[src/rtl/irq_chain_pkg.sv]
package irq_chain_pkg;
   localparam int unsigned BYTE_W = 8;
   localparam logic [BYTE_W-1:0] RETI_PREFIX = 8'hED;
   localparam logic [BYTE_W-1:0] RETI_SUFFIX = 8'h4D;
endpackage

[src/rtl/irq_bus_decode.sv]
module irq_bus_decode (
   input  logic clk,
   input  logic rst_n,
   input  logic m1_n_i,
   input  logic iorq_n_i,
   input  logic rd_n_i,
   output logic m1_fall_o,
   output logic m1_idle_o,
   output logic ack_act_o,
   output logic fetch_start_o
);
   logic m1_q;
   logic fetch_q;
   logic fetch_now;

   assign fetch_now     = !m1_n_i && !rd_n_i && iorq_n_i;
   assign m1_fall_o     = !m1_n_i && m1_q;
   assign m1_idle_o     = m1_n_i;
   assign ack_act_o     = !m1_n_i && !iorq_n_i;
   assign fetch_start_o = fetch_now && !fetch_q;

   always_ff @(posedge clk or negedge rst_n) begin
      if (!rst_n) begin
         m1_q    <= 1'b1;
         fetch_q <= 1'b0;
      end else begin
         m1_q    <= m1_n_i;
         fetch_q <= fetch_now;
      end
   end
endmodule

[src/rtl/irq_reti_watch.sv]
module irq_reti_watch #(
   parameter int unsigned DATA_W = 8,
   parameter logic [DATA_W-1:0] PREFIX = 8'hED,
   parameter logic [DATA_W-1:0] SUFFIX = 8'h4D
) (
   input  logic              clk,
   input  logic              rst_n,
   input  logic              fetch_start_i,
   input  logic [DATA_W-1:0] data_i,
   output logic              reti_hit_o
);
   logic saw_prefix_q;

   assign reti_hit_o = fetch_start_i && saw_prefix_q && (data_i == SUFFIX);

   always_ff @(posedge clk or negedge rst_n) begin
      if (!rst_n) saw_prefix_q <= 1'b0;
      else if (fetch_start_i) saw_prefix_q <= (data_i == PREFIX);
   end
endmodule

[src/rtl/irq_svc_ctl.sv]
module irq_svc_ctl (
   input  logic clk,
   input  logic rst_n,
   input  logic cause_i,
   input  logic m1_fall_i,
   input  logic m1_idle_i,
   input  logic ack_act_i,
   input  logic reti_hit_i,
   input  logic iei_i,
   input  logic cpu_master_i,
   output logic int_drv_o,
   output logic ieo_o,
   output logic vec_oe_o,
   output logic claim_o
);
   logic pend_q, claim_q, isr_q;
   logic accept;

   assign accept    = ack_act_i && claim_q;
   assign int_drv_o = pend_q && !claim_q && iei_i && cpu_master_i;
   assign ieo_o     = iei_i && !isr_q && !claim_q;
   assign vec_oe_o  = accept;
   assign claim_o   = claim_q;

   always_ff @(posedge clk or negedge rst_n) begin
      if (!rst_n) begin
         pend_q  <= 1'b0;
         claim_q <= 1'b0;
         isr_q   <= 1'b0;
      end else begin
         pend_q <= (pend_q && !accept) || cause_i;
         if (m1_idle_i) claim_q <= 1'b0;
         else if (m1_fall_i) claim_q <= pend_q && iei_i;
         if (accept) isr_q <= 1'b1;
         else if (reti_hit_i && iei_i) isr_q <= 1'b0;
      end
   end

   p_isr_from_ack_r5: assert property (@(posedge clk) disable iff (!rst_n)
      $rose(isr_q) |-> $past(ack_act_i && claim_q));
   p_vec_before_svc_r4: assert property (@(posedge clk) disable iff (!rst_n)
      $rose(isr_q) |-> $past(vec_oe_o));
   p_reti_clear_r7: assert property (@(posedge clk) disable iff (!rst_n)
      $fell(isr_q) |-> $past(reti_hit_i && iei_i));
   p_claim_needs_pend_r6: assert property (@(posedge clk) disable iff (!rst_n)
      $rose(claim_q) |-> $past(pend_q && iei_i && m1_fall_i));
endmodule

[src/rtl/irq_chain_unit.sv]
module irq_chain_unit #(
   parameter int unsigned DATA_W = irq_chain_pkg::BYTE_W,
   parameter bit          VEC_REGISTERED = 1'b0
) (
   input  logic              clk,
   input  logic              rst_n,
   input  logic              cause_i,
   input  logic              m1_n_i,
   input  logic              iorq_n_i,
   input  logic              rd_n_i,
   input  logic [DATA_W-1:0] data_i,
   input  logic [DATA_W-1:0] vec_base_i,
   input  logic              cpu_master_i,
   input  logic              iei_i,
   output logic              int_drv_o,
   output logic              ieo_o,
   output logic              vec_oe_o,
   output logic [DATA_W-1:0] vec_o
);
   generate
      if (DATA_W != irq_chain_pkg::BYTE_W) begin : g_bad_width
         $error("irq_chain_unit: DATA_W must be 8 to decode opcodes");
      end
   endgenerate

   logic m1_fall, m1_idle, ack_act, fetch_start, reti_hit, claim;

   irq_bus_decode u_dec (
      .clk(clk), .rst_n(rst_n), .m1_n_i(m1_n_i), .iorq_n_i(iorq_n_i),
      .rd_n_i(rd_n_i), .m1_fall_o(m1_fall), .m1_idle_o(m1_idle),
      .ack_act_o(ack_act), .fetch_start_o(fetch_start)
   );

   irq_reti_watch #(
      .DATA_W(DATA_W),
      .PREFIX(irq_chain_pkg::RETI_PREFIX),
      .SUFFIX(irq_chain_pkg::RETI_SUFFIX)
   ) u_reti (
      .clk(clk), .rst_n(rst_n), .fetch_start_i(fetch_start),
      .data_i(data_i), .reti_hit_o(reti_hit)
   );

   irq_svc_ctl u_svc (
      .clk(clk), .rst_n(rst_n), .cause_i(cause_i), .m1_fall_i(m1_fall),
      .m1_idle_i(m1_idle), .ack_act_i(ack_act), .reti_hit_i(reti_hit),
      .iei_i(iei_i), .cpu_master_i(cpu_master_i), .int_drv_o(int_drv_o),
      .ieo_o(ieo_o), .vec_oe_o(vec_oe_o), .claim_o(claim)
   );

   generate
      if (VEC_REGISTERED) begin : g_vec_reg
         logic [DATA_W-1:0] vec_q;
         always_ff @(posedge clk or negedge rst_n) begin
            if (!rst_n) vec_q <= '0;
            else if (!claim) vec_q <= vec_base_i;
         end
         assign vec_o = vec_q;
      end else begin : g_vec_direct
         assign vec_o = vec_base_i;
      end
   endgenerate

   p_ieo_follows_iei_r10: assert property (@(posedge clk) disable iff (!rst_n)
      !iei_i |-> !ieo_o);
   p_vec_only_in_ack_r11: assert property (@(posedge clk) disable iff (!rst_n)
      vec_oe_o |-> (!m1_n_i && !iorq_n_i));
endmodule

[config.mk]
export PLATFORM = sky130hd
export DESIGN_NAME = irq_chain_unit
export DESIGN_NICKNAME = d
export VERILOG_FILES = /design/src/rtl/irq_chain_pkg.sv /design/src/rtl/irq_bus_decode.sv /design/src/rtl/irq_reti_watch.sv /design/src/rtl/irq_svc_ctl.sv /design/src/rtl/irq_chain_unit.sv
export SDC_FILE = /design/constraint.sdc
export NUM_CORES = 1
export LEC_CHECK = 0
export BUFFER_PORTS_ARGS = -buffer_cell sky130_fd_sc_hd__buf_2
export CAP_MARGIN = 20
export CORE_AREA = 2 2 39 41
export CTS_BUF_LIST = sky130_fd_sc_hd__clkbuf_8
export DETAILED_ROUTE_END_ITERATION = 10
export DIE_AREA = 0 0 41 43
export GPL_TIMING_DRIVEN = 1
export MAX_ROUTING_LAYER = met4
export PLACE_DENSITY_LB_ADDON = 0.25
export SYNTH_ARGS = -nofsm -noshare
export SYNTH_HDL_FRONTEND = slang
export SYNTH_SLANG_ARGS = --single-unit
[constraint.sdc]
create_clock -name clk -period 1.03 [get_ports clk]
set_input_delay 0.0515 -clock clk [delete_from_list [all_inputs] [get_ports clk]]
set_output_delay 0.0515 -clock clk [all_outputs]
set_load 0.02 [all_outputs]
==> reports/qor.yml <==
critical_path:
  cpMaxStageDelayCell: "dfrtp_1"
  path_buf_inv: 1
  cp_max_fo: 4
  r2r_slack_ns: 0.01
  cp_slowest_stage_delay_ns: 0.41
  critPathArrivalTime_ns: 1.02
  cp.required_ns: 0.98
  critPathLaunchType: "flop"
  cp-end-kind: "primary output"
  worstSetupStartpoint: "u_svc.claim_o"
  path_cells: "and4b_1 -> buf_6"
  r2r_start: "u_dec.fetch_q"
  path_delay_family: "flip-flops"
  path_class: "reg -> out"
global_route:
  grt_start_max_net_pins: 7
  grt_use_total_pct: 10.56
  grt_pass1_vias: 271
  globalRoute.totalOverflow: 0
  grt_pass1_wl_mm: 1.186
  antenna_found_initial: 0
floorplan:
  dieArea_um2: 1763
  die_y_um: 43
  ios: 35
  rows: 14
  core_area_um2: 1384
  die_x_um: 41
  start_util_pct: 25.68
pwr:
  clock_power_share_pct: 49.5
  netSwitchingFraction_pct: 21.03
  p_leak_nw: 0.2546
  p_comb_share_pct: 14.1
  p_int_uw: 567.6
  peakVddDrop_mv: 0.7191
  powerDensity_nw_per_um2: 1398
  p_switching_uw: 151.1
  power_frac_seq_pct: 36.5
layout:
  final_cells: 66
  layout_common_cells: "buf_2 (15), dfrtp_1 (5), buf_4 (4)"
  syn2layout_area_growth_pct: 44.72
  num_antenna_cells: 0
  final_common_cell: "buf_2"
  layout-drive-gt1-share_pct: 56.00
  final_nets: 75
drt:
  ant_nets: 0
  drt_wl_total_um: 824
  vias_per_cell: 4.424
  wire_per_inst_um: 12.48
  drc: 0
  drtIter0Drc: 3
  dr.pass1.iters: 2
  vias: 292
status:
  violations: "setup timing"
  status: "complete, but fails checks"
synthesis:
  synthCells: 32
  yosys.area.top_type: "dfrtp_1"
  syn-num-nets: 56
  ys_ff_latch: 6
  yosys.area.top_type_share_pct: 35.21
  syn_area_per_cell_um2: 11.10
  ys_seq_area_share_pct: 42.61
  ys_warn_count: 0
  syn_area_um2: 355.3
  ys_top_cells_by_area: "dfrtp_1 (35%), buf_4 (17%), dfstp_2 (7.4%)"
  ys_types: 16
timing:
  hold_slack_ns: 0.03586
  rsz0062_at_grt: "true"
  setup_viol: 2
  tightest_slew_ns: 0.2404
  fmax_mhz: 932.4
  fin_ws_ns: -0.04248
  skew_ns: 0.002834
  finalCritPeriodShare_pct: 104.1
  relSlewSlack_pct: 83.75
  drv_slew: 0
  fin_tns_setup_ns: -0.07101
  fin_crit_ns: 1.072
  hold_violations: 0
clock_network:
  cts_buffers: 3
  clkSinkCount: 6
  clk_pin_slew_ns: 0.04
  clk_latency_ns: 0.22
  cts_root_buf: "clkbuf_8"
  clock_path_buffers: 2
  cts_tree: "yes"
  cts.htree.levels: 1
min_path:
  hp-class: "in -> reg"
  worstHoldStart: "rd_n_i"
placement:
  dp_cells: 60
  numPortBuffers: 18
  place_congestion: 0.6709
run:
  max_cap_viol_count: 0
## layer usage
metal / part of all wire, % / track usage [%]
met1: 34 / 11.48
met2: 51 / 15.31
met3: 14 / 3.141
met4: 0.97 / 8.000
met5: 0 / -
## worst reg2reg max path: stages (launching register included)
cell,delay (ns)
dfrtp_1,0.38
nor4b_4,0.23
nand4_1,0.14
a21o_1,0.17
## flip-flops by register name (all words and copies together) (netlist names)
name	cells
u_dec.fetch_q	1
u_dec.m1_q	1
u_reti.saw_prefix_q	1
u_svc.claim_o	1
u_svc.isr_q	1
u_svc.pend_q	1
## final cells by class
class | instances | area, um^2
fill | 147 | 869.6
multi-input combinational | 16 | 152.6
sequential | 6 | 151.4
timing repair buffer | 22 | 137.6
clock buffer | 3 | 41.29
tap | 16 | 20.02
inverter | 2 | 7.507
clock inverter | 1 | 3.754
## cell families (layout without fill, tap and decap cells)
| family | Yosys count | after routing | share of synthesized area (%) |
|---|---|---|---|
| AND/OR/NAND/NOR | 12 | 12 | 29.93 |
| flip-flops | 6 | 6 | 42.61 |
| AO/OA/AOI/OAI | 3 | 3 | 5.634 |
| buffers and inverters | 10 | 28 | 19.02 |
| multiplexers | 1 | 1 | 2.817 |
## Yosys cell counts, drive strengths merged
cell,number
buf,8
dfrtp,5
nor3b,3
and4b,2
inv,2
nand4,2
a21o,1
a21oi,1
dfstp,1
mux2i,1
nand2b,1
nand3,1
nor2b,1
nor4b,1
nor4bb,1
o21bai,1
## per-stage QoR
stage                     worst slack (ns)  cell area, um^2  utilization (%)  power (mW)
after floorplan                   -0.02187            360.3                -      0.3416
after global placement            -0.02450            425.4            30.74      0.3510
after detailed placement          -0.05440            425.4            30.74      0.3513
after CTS                         -0.04263            510.5            36.89      0.7331
after global routing              -0.08216            514.2            37.16      0.7538
final                             -0.04248            514.2            37.16      0.7187
## power by group through the flow
stage	clock network, mW	logic (mW)	registers, mW
after floorplan	0	0.0806	0.261
after global placement	0	0.0877	0.263
after detailed placement	0	0.0883	0.263
after CTS	0.370	0.101	0.262
after global routing	0.379	0.112	0.263
final	0.355	0.101	0.262
## worst paths after layout
kind / end / depth (start not counted)
worst min register to register: u_svc.isr_q / 1
worst max register to register: u_svc.isr_q / 3
worst min-delay path: u_dec.fetch_q / 2
max in group asynchronous: u_dec.m1_q / 2
min in group asynchronous: u_dec.fetch_q / 2
worst max-delay path: int_drv_o / 2
## what timing repair did
item                                    4_1_cts  5_1_grt
resized for setup                             6        1
endpoints found under the hold margin         6        0
endpoints found under the setup margin        5        6
hold buffers                                  1        0
setup buffers                                 1        0
pin swaps                                     3        1
(Power assumes the default switching activity.)
